==> src/rtl/i2c_reg_pkg.sv <==
// Shared types for the I2C register access engine.
package i2c_reg_pkg;
    localparam int BYTE_W    = 8;
    localparam int BIT_CNT_W = 4;

    // Transaction phase of the target.
    typedef enum logic [2:0] {
        PH_IDLE,
        PH_ADDR,
        PH_WRITE,
        PH_READ,
        PH_IGNORE
    } phase_t;
endpackage

==> src/rtl/i2c_line_sync.sv <==
// Synchronises SCL and SDA into the system clock and derives bus events.
// Assumes the system clock is several times faster than SCL, so that every
// SCL level lasts for more than SYNC_STAGES + 1 system clocks.
module i2c_line_sync #(
    parameter int SYNC_STAGES = 2
) (
    input  logic clk,
    input  logic rst_n,
    input  logic scl_i,
    input  logic sda_i,
    output logic sda_s,
    output logic scl_rise,
    output logic scl_fall,
    output logic start_evt,
    output logic stop_evt
);
    logic [SYNC_STAGES-1:0] scl_pipe;
    logic [SYNC_STAGES-1:0] sda_pipe;
    logic                   scl_prev;
    logic                   sda_prev;
    logic                   scl_s;

    // Synchroniser chains and one-cycle history; idle bus reads high.
    always_ff @(posedge clk) begin
        if (!rst_n) begin
            scl_pipe <= '1;
            sda_pipe <= '1;
            scl_prev <= 1'b1;
            sda_prev <= 1'b1;
        end else begin
            scl_pipe <= {scl_pipe[SYNC_STAGES-2:0], scl_i};
            sda_pipe <= {sda_pipe[SYNC_STAGES-2:0], sda_i};
            scl_prev <= scl_s;
            sda_prev <= sda_s;
        end
    end

    // Event decode from synchronised levels.
    always_comb begin
        scl_s     = scl_pipe[SYNC_STAGES-1];
        sda_s     = sda_pipe[SYNC_STAGES-1];
        scl_rise  = scl_s & ~scl_prev;
        scl_fall  = ~scl_s & scl_prev;
        start_evt = scl_s & scl_prev & sda_prev & ~sda_s;
        stop_evt  = scl_s & scl_prev & ~sda_prev & sda_s;
    end
endmodule

==> src/rtl/i2c_reg_pointer.sv <==
// Retained register pointer with block flag. The pointer byte format is
// address in the low ADDR_W bits and the block flag in bit 7. Incrementing
// stops at the highest address instead of wrapping.
module i2c_reg_pointer #(
    parameter int ADDR_W = 7
) (
    input  logic              clk,
    input  logic              rst_n,
    input  logic              load,
    input  logic [7:0]        load_val,
    input  logic              inc,
    input  logic              blk_clr,
    output logic [ADDR_W-1:0] ptr,
    output logic [ADDR_W-1:0] ptr_succ,
    output logic              blk
);
    localparam logic [ADDR_W-1:0] PTR_MAX = {ADDR_W{1'b1}};

    // Saturating successor of the current pointer.
    always_comb ptr_succ = (ptr == PTR_MAX) ? ptr : ptr + 1'b1;

    // Pointer and block flag update; load wins over increment.
    always_ff @(posedge clk) begin
        if (!rst_n) begin
            ptr <= '0;
            blk <= 1'b0;
        end else begin
            if (load) begin
                ptr <= load_val[ADDR_W-1:0];
                blk <= load_val[7];
            end else if (inc) begin
                ptr <= ptr_succ;
            end
            if (blk_clr) blk <= 1'b0;
        end
    end
endmodule

==> src/rtl/i2c_target_fsm.sv <==
// Byte-level I2C target sequencer. It counts bits per 9-bit frame, decides
// acknowledges, assembles register values and streams read data.
// Assumes events from i2c_line_sync, and that reg_rd_data is valid in the
// same cycle as rd_en.
module i2c_target_fsm
    import i2c_reg_pkg::*;
#(
    parameter logic [6:0] TARGET_ADDR = 7'h48,
    parameter int         ADDR_W      = 7,
    parameter int         REG_BYTES   = 2,
    localparam int        REG_W       = REG_BYTES * BYTE_W,
    localparam int        IDX_W       = (REG_BYTES > 2) ? $clog2(REG_BYTES) : 1
) (
    input  logic              clk,
    input  logic              rst_n,
    input  logic              sda_s,
    input  logic              scl_rise,
    input  logic              scl_fall,
    input  logic              start_evt,
    input  logic              stop_evt,
    input  logic [ADDR_W-1:0] ptr,
    input  logic              blk,
    input  logic [REG_W-1:0]  rd_data,
    output logic              sda_oe,
    output logic              ptr_load,
    output logic [7:0]        ptr_load_val,
    output logic              ptr_inc,
    output logic              rd_en,
    output logic              rd_succ,
    output logic              wr_en,
    output logic [ADDR_W-1:0] wr_addr,
    output logic [REG_W-1:0]  wr_data
);
    phase_t               state_q;
    logic [BIT_CNT_W-1:0] bitcnt_q;
    logic                 ack_phase_q;
    logic                 ack_drive_q;
    logic                 ack_ok_q;
    logic                 rw_q;
    logic                 first_q;
    logic                 done_q;
    logic [IDX_W-1:0]     idx_q;
    logic [7:0]           rx_q;
    logic [7:0]           tx_q;
    logic [REG_W-1:0]     hold_q;
    logic [REG_W-1:0]     acc_q;

    logic ack_end;
    logic last_idx;
    logic rd_first;
    logic rd_next;
    logic wr_commit;

    // Frame event decode and strobes to the pointer and the core.
    always_comb begin
        ack_end      = scl_fall & ack_phase_q & (bitcnt_q == BIT_CNT_W'(9));
        last_idx     = (idx_q == IDX_W'(REG_BYTES - 1));
        rd_first     = ack_end & (state_q == PH_ADDR) & ack_drive_q & rw_q;
        rd_next      = ack_end & (state_q == PH_READ) & ack_ok_q & last_idx;
        wr_commit    = ack_end & (state_q == PH_WRITE) & ~first_q & ~done_q & last_idx;
        rd_en        = rd_first | rd_next;
        rd_succ      = rd_next & blk;
        ptr_load     = ack_end & (state_q == PH_WRITE) & first_q;
        ptr_load_val = rx_q;
        ptr_inc      = (rd_next | wr_commit) & blk;
        sda_oe       = (ack_phase_q & ack_drive_q) |
                       ((state_q == PH_READ) & ~ack_phase_q & ~tx_q[7]);
    end

    // Protocol sequencing per bus event.
    always_ff @(posedge clk) begin
        if (!rst_n) begin
            state_q     <= PH_IDLE;
            bitcnt_q    <= '0;
            ack_phase_q <= 1'b0;
            ack_drive_q <= 1'b0;
            ack_ok_q    <= 1'b0;
            rw_q        <= 1'b0;
            first_q     <= 1'b0;
            done_q      <= 1'b0;
            idx_q       <= '0;
            rx_q        <= '0;
            tx_q        <= 8'hFF;
            hold_q      <= '0;
            acc_q       <= '0;
            wr_en       <= 1'b0;
            wr_addr     <= '0;
            wr_data     <= '0;
        end else begin
            wr_en <= 1'b0;
            if (start_evt) begin
                state_q     <= PH_ADDR;
                bitcnt_q    <= '0;
                ack_phase_q <= 1'b0;
                ack_drive_q <= 1'b0;
                first_q     <= 1'b1;
                done_q      <= 1'b0;
                idx_q       <= '0;
                tx_q        <= 8'hFF;
            end else if (stop_evt) begin
                state_q     <= PH_IDLE;
                ack_phase_q <= 1'b0;
                ack_drive_q <= 1'b0;
                tx_q        <= 8'hFF;
            end else if (scl_rise) begin
                if (bitcnt_q < BIT_CNT_W'(8)) rx_q <= {rx_q[6:0], sda_s};
                if (bitcnt_q == BIT_CNT_W'(8)) ack_ok_q <= ~sda_s;
                if (bitcnt_q < BIT_CNT_W'(9)) bitcnt_q <= bitcnt_q + 1'b1;
            end else if (scl_fall) begin
                if (!ack_phase_q && bitcnt_q == BIT_CNT_W'(8)) begin
                    ack_phase_q <= 1'b1;
                    case (state_q)
                        PH_ADDR: begin
                            ack_drive_q <= (rx_q[7:1] == TARGET_ADDR);
                            rw_q        <= rx_q[0];
                        end
                        PH_WRITE: ack_drive_q <= 1'b1;
                        default:  ack_drive_q <= 1'b0;
                    endcase
                end else if (!ack_phase_q && bitcnt_q != '0 && state_q == PH_READ) begin
                    tx_q <= {tx_q[6:0], 1'b1};
                end else if (ack_end) begin
                    ack_phase_q <= 1'b0;
                    ack_drive_q <= 1'b0;
                    bitcnt_q    <= '0;
                    case (state_q)
                        PH_ADDR: begin
                            if (!ack_drive_q) begin
                                state_q <= PH_IGNORE;
                            end else if (rw_q) begin
                                state_q <= PH_READ;
                                hold_q  <= rd_data;
                                tx_q    <= rd_data[REG_W-1 -: 8];
                                idx_q   <= '0;
                            end else begin
                                state_q <= PH_WRITE;
                                idx_q   <= '0;
                            end
                        end
                        PH_WRITE: begin
                            if (first_q) begin
                                first_q <= 1'b0;
                            end else if (!done_q) begin
                                if (last_idx) begin
                                    wr_en   <= 1'b1;
                                    wr_addr <= ptr;
                                    wr_data <= {acc_q[REG_W-9:0], rx_q};
                                    idx_q   <= '0;
                                    done_q  <= ~blk;
                                end else begin
                                    acc_q <= {acc_q[REG_W-9:0], rx_q};
                                    idx_q <= idx_q + 1'b1;
                                end
                            end
                        end
                        PH_READ: begin
                            if (!ack_ok_q) begin
                                state_q <= PH_IGNORE;
                                tx_q    <= 8'hFF;
                            end else if (last_idx) begin
                                hold_q <= rd_data;
                                tx_q   <= rd_data[REG_W-1 -: 8];
                                idx_q  <= '0;
                            end else begin
                                tx_q   <= hold_q[REG_W-9 -: 8];
                                hold_q <= hold_q << 8;
                                idx_q  <= idx_q + 1'b1;
                            end
                        end
                        default: ;
                    endcase
                end
            end
        end
    end
endmodule

==> src/rtl/i2c_reg_engine.sv <==
// Top of the I2C target register access engine. It wires line
// synchronisation, the retained pointer and the byte sequencer, and selects
// the fetch address for block reads. Assumes an open-drain pad outside:
// sda_oe high pulls SDA low.
module i2c_reg_engine #(
    parameter logic [6:0] TARGET_ADDR = 7'h48,
    parameter int         ADDR_W      = 7,
    parameter int         REG_BYTES   = 2,
    parameter int         SYNC_STAGES = 2,
    localparam int        REG_W       = REG_BYTES * 8
) (
    input  logic              clk,
    input  logic              rst_n,
    input  logic              scl_i,
    input  logic              sda_i,
    output logic              sda_oe,
    output logic              reg_wr_en,
    output logic [ADDR_W-1:0] reg_wr_addr,
    output logic [REG_W-1:0]  reg_wr_data,
    output logic              reg_rd_en,
    output logic [ADDR_W-1:0] reg_rd_addr,
    input  logic [REG_W-1:0]  reg_rd_data
);
    logic              sda_s;
    logic              scl_rise;
    logic              scl_fall;
    logic              start_evt;
    logic              stop_evt;
    logic              ptr_load;
    logic [7:0]        ptr_load_val;
    logic              ptr_inc;
    logic              rd_succ;
    logic [ADDR_W-1:0] ptr_q;
    logic [ADDR_W-1:0] ptr_succ;
    logic              blk_q;

    i2c_line_sync #(.SYNC_STAGES(SYNC_STAGES)) u_sync (
        .clk(clk), .rst_n(rst_n), .scl_i(scl_i), .sda_i(sda_i),
        .sda_s(sda_s), .scl_rise(scl_rise), .scl_fall(scl_fall),
        .start_evt(start_evt), .stop_evt(stop_evt)
    );

    i2c_reg_pointer #(.ADDR_W(ADDR_W)) u_ptr (
        .clk(clk), .rst_n(rst_n), .load(ptr_load), .load_val(ptr_load_val),
        .inc(ptr_inc), .blk_clr(stop_evt), .ptr(ptr_q), .ptr_succ(ptr_succ),
        .blk(blk_q)
    );

    i2c_target_fsm #(
        .TARGET_ADDR(TARGET_ADDR), .ADDR_W(ADDR_W), .REG_BYTES(REG_BYTES)
    ) u_fsm (
        .clk(clk), .rst_n(rst_n), .sda_s(sda_s), .scl_rise(scl_rise),
        .scl_fall(scl_fall), .start_evt(start_evt), .stop_evt(stop_evt),
        .ptr(ptr_q), .blk(blk_q), .rd_data(reg_rd_data), .sda_oe(sda_oe),
        .ptr_load(ptr_load), .ptr_load_val(ptr_load_val), .ptr_inc(ptr_inc),
        .rd_en(reg_rd_en), .rd_succ(rd_succ), .wr_en(reg_wr_en),
        .wr_addr(reg_wr_addr), .wr_data(reg_wr_data)
    );

    // Block reads fetch the next register while the pointer advances.
    always_comb reg_rd_addr = rd_succ ? ptr_succ : ptr_q;
endmodule

==> config.mk <==
export PLATFORM = sky130hd
export DESIGN_NAME = i2c_reg_engine
export DESIGN_NICKNAME = d
export VERILOG_FILES = /design/src/rtl/i2c_reg_pkg.sv /design/src/rtl/i2c_line_sync.sv /design/src/rtl/i2c_reg_pointer.sv /design/src/rtl/i2c_target_fsm.sv /design/src/rtl/i2c_reg_engine.sv
export SDC_FILE = /design/constraint.sdc
export NUM_CORES = 1
export LEC_CHECK = 0
export BUFFER_PORTS_ARGS = -buffer_cell sky130_fd_sc_hd__buf_2
export CAP_MARGIN = 0
export CORE_MARGIN = 2
export CORE_UTILIZATION = 63
export CTS_CLUSTER_DIAMETER = 50
export DETAILED_ROUTE_END_ITERATION = 8
export GPL_ROUTABILITY_DRIVEN = 0
export PLACE_DENSITY = 0.95
export SYNTH_ARGS = -nofsm -noshare
export SYNTH_HDL_FRONTEND = slang
export SYNTH_SLANG_ARGS = --single-unit
==> constraint.sdc <==
create_clock -name clk -period 5.7 [get_ports clk]
set_input_delay 1.14 -clock clk [delete_from_list [all_inputs] [get_ports clk]]
set_output_delay 1.14 -clock clk [all_outputs]
set_load 0.01 [all_outputs]
After elaboration in Yosys (flattened, before gate mapping)

Index checks and enable logic that the tools add are counted.
W data, S select, Z words.

Word-level logic and storage cells: 194
Output and inout port bits: 33
Bits in registers: 84
Input port bits: 20

Equality and inequality tests: 27
Reductions and logical operators: 37
Add/sub/neg operators: 3
Magnitude comparators: 2
Bitwise operators: 47
Muxes and demuxes: 55

Operators with widths:

| operator              | count |
|---|---|
| $mux W8               | 10 |
| $reduce_and A11 Y1    | 4 |
| $pmux W8 S2           | 2 |
| $mux W1               | 28 |
| $mux W7               | 4 |
| $reduce_and A7 Y1     | 4 |
| $and A1 B1 Y1         | 25 |
| $mux W4               | 6 |
| $not A1 Y1            | 19 |
| $reduce_bool A2 Y1    | 9 |
| $ne A2 B2 Y1 const B  | 8 |
| $eq A7 B7 Y1 const B  | 2 |
| $ne A2 B1 Y1 const B  | 6 |
| $reduce_and A4 Y1     | 3 |
| $reduce_and A6 Y1     | 2 |
| $reduce_bool A3 Y1    | 4 |
| $reduce_or A11 Y1     | 1 |
| $eq A4 B4 Y1 const B  | 2 |
| $lt A4 B4 Y1 const B  | 2 |
| $reduce_and A8 Y1     | 1 |
| $reduce_bool A4 Y1    | 2 |
| $add A7 B1 Y7 const B | 1 |
| $eq A3 B2 Y1 const B  | 2 |
| $mux W3               | 2 |
| 15 further kinds      | 22 |

Depth between registers and ports, before layout

Word-level depth: 12
Depth in mapped cells: 8
Gate-level depth less buffers: 6

Cells and area by module

Synthesis repeated with hierarchy kept, for this count alone.

Cells, all modules: 497
Area, all modules: 4106.4 um^2

Modules (own cells, without submodules):

| module          | seq. area each (um^2) | cells an instance | instances | area each (um^2) |
|---|---|---|---|---|
| i2c_target_fsm  | 1401.3                | 394               | 1         | 3155.5 |
| i2c_reg_pointer | 160.2                 | 79                | 1         | 644.4 |
| i2c_line_sync   | 120.1                 | 16                | 1         | 190.2 |
| i2c_reg_engine  | 0.0                   | 8                 | 1         | 116.4 |

Worst setup path after synthesis

No wires, ideal clock.

Kind: register to output
Start point: register u_sync.scl_pipe[1]
End point: output port reg_rd_addr[3]
Cell stages (with the launch flop): 8
Path buffers: 1
Setup slack: 2738 ps
Data arrival time: 1822 ps
Cell sequence: dfxtp_1 > inv_1 > ha_1 > nand4b_4 > or4_1 > buf_2 > nor3_2 > xor2_1

Word-level cells in the longest chain between the ends: 9

Ends and longest elaborated chain:

| element                     | RTL line             | RTL |
|---|---|---|
| start: declaration          | i2c_line_sync.sv:17  | `logic [SYNC_STAGES-1:0] scl_pipe;` |
| start signal: assignment    | i2c_line_sync.sv:31  | `scl_pipe <= {scl_pipe[SYNC_STAGES-2:0], scl_i};` |
| $not A1 Y1                  | i2c_line_sync.sv:43  | `scl_fall = ~scl_s & scl_prev;` |
| $and A1 B1 Y1               | i2c_line_sync.sv:43  |  |
| $and A1 B1 Y1 (2 in series) | i2c_target_fsm.sv:56 | `ack_end = scl_fall & ack_phase_q & (bitcnt_q == BIT_CNT_W'(9));` |
| $and A1 B1 Y1 (3 in series) | i2c_target_fsm.sv:59 | `rd_next = ack_end & (state_q == PH_READ) & ack_ok_q & last_idx;` |
| $and A1 B1 Y1               | i2c_target_fsm.sv:62 | `rd_succ = rd_next & blk;` |
| $mux W7                     | i2c_reg_engine.sv:61 | `always_comb reg_rd_addr = rd_succ ? ptr_succ : ptr_q;` |
| end: declaration            | i2c_reg_engine.sv:21 | `output logic [ADDR_W-1:0] reg_rd_addr,` |

Every way passes these cells.

Worst setup path after layout

Start point: register u_fsm.state_q[1]
End point: output port reg_rd_addr[3]

Word-level cells in the longest chain between the ends: 6

Ends and longest elaborated chain:

| element                     | RTL line              | RTL |
|---|---|---|
| start: declaration          | i2c_target_fsm.sv:34  | `phase_t state_q;` |
| start signal: assignment    | i2c_target_fsm.sv:73  | `state_q <= PH_IDLE;` |
| start signal: assignment    | i2c_target_fsm.sv:92  | `state_q <= PH_ADDR;` |
| start signal: assignment    | i2c_target_fsm.sv:101 | `state_q <= PH_IDLE;` |
| $eq A3 B2 Y1                | i2c_target_fsm.sv:59  |  |
| $and A1 B1 Y1 (3 in series) | i2c_target_fsm.sv:59  |  |
| $and A1 B1 Y1               | i2c_target_fsm.sv:62  |  |
| $mux W7                     | i2c_reg_engine.sv:61  |  |

Every way passes these cells.

==> results.md <==
* Routed wirelength normalized by instance count at 17.3 µm
* Initial antenna violation count at 0
* Slew Limit Headroom at around 18%
* Area of the die at 0.00760 mm²
* Final ANT Viol Nets at 0
* CP Launch Point: u_fsm.state_q[1]
* Tcrit/Tclk final at roughly 66%
* Yosys warnings at 0
* Cell area after layout at around 0.0047 mm²
* Via count at approximately 4,000
* Clk root buf: clkbuf_8
* Reg-to-reg slack, setup at around 2.9 ns
* Global-route wire length before repair at between 15 and 20 mm
* Mean Syn Cell Area at 8.77 µm²
* Bufs on Longest Clock Path at 2
* Die H at 87.2 µm
* Placed Instances at 593
* R2r worst-path depth at 6
* Die extent in x at slightly below 90 µm
* RSZ-0062 raised after global routing: false
* CP Capture Type: output port
* Endpoints failing setup at 0
* Vias in the first global route at between 3,000 and 4,000
* Largest fanout on the critical path at 29
* Area contributors post-synth: dfxtp_1 39%, mux2i_1 13%, nand2_1 7.3%, nand2b_1 2.6%, nor2_1 2.4%
* Crit path time final at about 3.8 ns
* # diodes at 0
* Share of post-route cells with drive strength above 1 at 14.7%
* Mapped cell area at 0.00436 mm²
* Max frequency at roughly 270 MHz
* Crit path to: reg_rd_addr[3]
* Max-Cap Viols at 0
* Top-area cell type share of the netlist area at between 30% and 40%
* Via/cell ratio at between 6 and 7
* Main synth FF type: dfxtp_1
* CTS tree: built
* Hold buffer count at cts at 0
* Initial Util at about 65%
* CTS buffer count at 9
* Commonest cells after routing, fill and taps aside: 85 x nand2_1, 84 x dfxtp_1, 56 x mux2i_1, 52 x buf_2, 28 x nor2_1
* Final total power at roughly 0.0010 W
* Post-layout util at roughly 70%
* Largest net degree at the start of global routing at 38
* Netlist cell types at 60
* Post-synth EDFFs at 0
* Worst VDD drop at around 0.00027 V
* Number of hold violations in the final report at 0
* IO Pins at 53
* Outcome: complete, no violations
* Remaining DRCs at 0
* Max-slew violation count at 0
* Setup TNS at 0 ns
* Area leader, netlist: dfxtp_1
* Overall routing resource usage at around 29%
* CTS H-Tree Depth at 3
* # resized after CTS at 0
* IO Port Bufs at 52
* Worst endpoint data arrival time at ~2.6 ns
* Syn Nets at about 530
* Worst hold path type: flop to flop
* Setup Skew at ~0.0095 ns
* GRT overflow at 0
* Final WL at ~11 mm
* CP startpoint kind: flop
* P&R area growth vs syn at 8.64%
* Cells after synthesis at 497
* Async set or reset register ratio after synthesis at 0%
* Measured slew at the worst slew-check pin at approximately 1.2 ns
* Drt first pass iters at 6
* Clk pin slew, worst setup/hold paths at ~0.090 ns
* Clk_lat worst skew at 0.37 ns
* Crit path required time at 4.56 ns
* Finished Layout Cells at about 610
* # rows at 30
* Postcts setup bufs at 0
* Sequential fraction of the synthesis area at 38.6%
* CP Class: flop to output port
* Lkg Pwr at a little over 2 nW
* RR Startpoint: u_fsm.bitcnt_q[1]
* Commonest non-fill, non-tap cell in the layout: nand2_1
* #FFs+latches synth at 84
* Num Clock Sinks at 84
* Reg2Reg Capture Point: u_fsm.hold_q[3]
* Final Net Count at approximately 550
* PwrDens at 221 mW/mm²
* Placement Cell Area at 0.00455 mm²
* DP Wirelength at slightly above 7 mm
* Initial DRC Count at roughly 740
* Core footprint at 0.00676 mm²
==> final cells by class <==
| class | instances | area, µm² |
|---|---|---|
| clock buffer | 9 | 124 |
| clock inverter | 7 | 60.1 |
| fill | 468 | 2020 |
| inverter | 14 | 52.6 |
| multi-input combinational | 361 | 2440 |
| sequential | 84 | 1680 |
| tap | 80 | 100 |
| timing repair buffer | 54 | 275 |
==> per-layer routing <==
| layer | vias up | routed length (µm) | global-route usage [%] |
|---|---|---|---|
| li1 | 1841 | - | - |
| met3 | 46 | 870 | 7.11 |
| met5 | - | 0 | 0 |
| met4 | 0 | 308 | 12.4 |
| met1 | 1884 | 4380 | 38.5 |
| met2 | 217 | 4980 | 44.6 |
==> cell usage after synthesis, types with 3 or more instances <==
cell / n
a32oi_1: 4
nand2b_1: 18
clkbuf_1: 21
or4_1: 6
o21ai_0: 11
nand3_1: 10
a311oi_1: 8
o32a_1: 8
mux2i_1: 56
and3_1: 3
buf_6: 3
nand4_1: 3
o21a_1: 3
buf_2: 10
dfxtp_1: 84
nand3b_1: 3
o31ai_1: 3
or3_1: 6
a31oi_1: 8
ha_1: 8
a21o_1: 6
o211ai_1: 5
inv_1: 14
nor4b_1: 9
nor2_1: 28
a21oi_1: 15
nor3_1: 7
nand2_1: 85
and3b_1: 4
nor3b_1: 4
buf_4: 3
==> sequential cells by signal, summed over array words and instances (netlist names), 2 cells and up <==
name,flops
u_fsm.state_q,3
u_fsm.wr_addr,7
u_sync.scl_pipe,2
u_fsm.ptr_load_val,8
u_fsm.wr_data,16
u_fsm.bitcnt_q,4
u_sync.sda_pipe,2
u_fsm.tx_q,8
u_fsm.acc_q,8
u_fsm.hold_q,8
u_ptr.ptr,7
==> report_power, final <==
| part | internal, W | switching, W |
|---|---|---|
| Combinational | 0.0000164 | 0.0000304 |
| Clock | 0.000165 | 0.000240 |
| Sequential | 0.000589 | 0.00000387 |
| Total | 0.000770 | 0.000275 |
==> critical path, stage by stage, from the launching register on <==
cell and delay [ns]:
dfxtp_1 0.66, nand3b_1 0.12, buf_4 0.24, or4_1 0.69, nor3_2 0.24, xor2_1 0.16, buf_2 0.15
==> worst min path at each step <==
stage / from / end / slack [ns] / cells after the start
after floorplan: u_sync.scl_pipe[0] / u_sync.scl_pipe[1] / 0.39 / 1
after global placement: u_sync.sda_pipe[0] / u_sync.sda_pipe[1] / 0.39 / 1
after detailed placement: u_sync.sda_pipe[0] / u_sync.sda_pipe[1] / 0.40 / 1
after CTS: u_sync.sda_pipe[0] / u_sync.sda_pipe[1] / 0.42 / 1
after global routing: u_sync.sda_pipe[0] / u_sync.sda_pipe[1] / 0.44 / 1
final: u_sync.sda_pipe[0] / u_sync.sda_pipe[1] / 0.42 / 1
==> through the flow <==
stage          hold slack (ns)  setup WS (ns)
2_1_floorplan            0.386           2.74
3_3_place_gp             0.392           2.45
3_5_place_dp             0.400           2.36
4_1_cts                  0.423           1.97
5_1_grt                  0.439           1.79
6_report                 0.418           1.93
==> kinds of logic after synthesis <==
kind of cell,Yosys count,synth area share (%)
muxes,58,13.4
and+or+nand+nor,202,24.4
xor gates and xnor gates,3,0.603
DFF,84,38.6
adders and majority gates,8,2.30
buffers and inverters,52,5.54
AOI/OAI and AO/OA,90,15.2
Power figures use the tool's default switching activity.
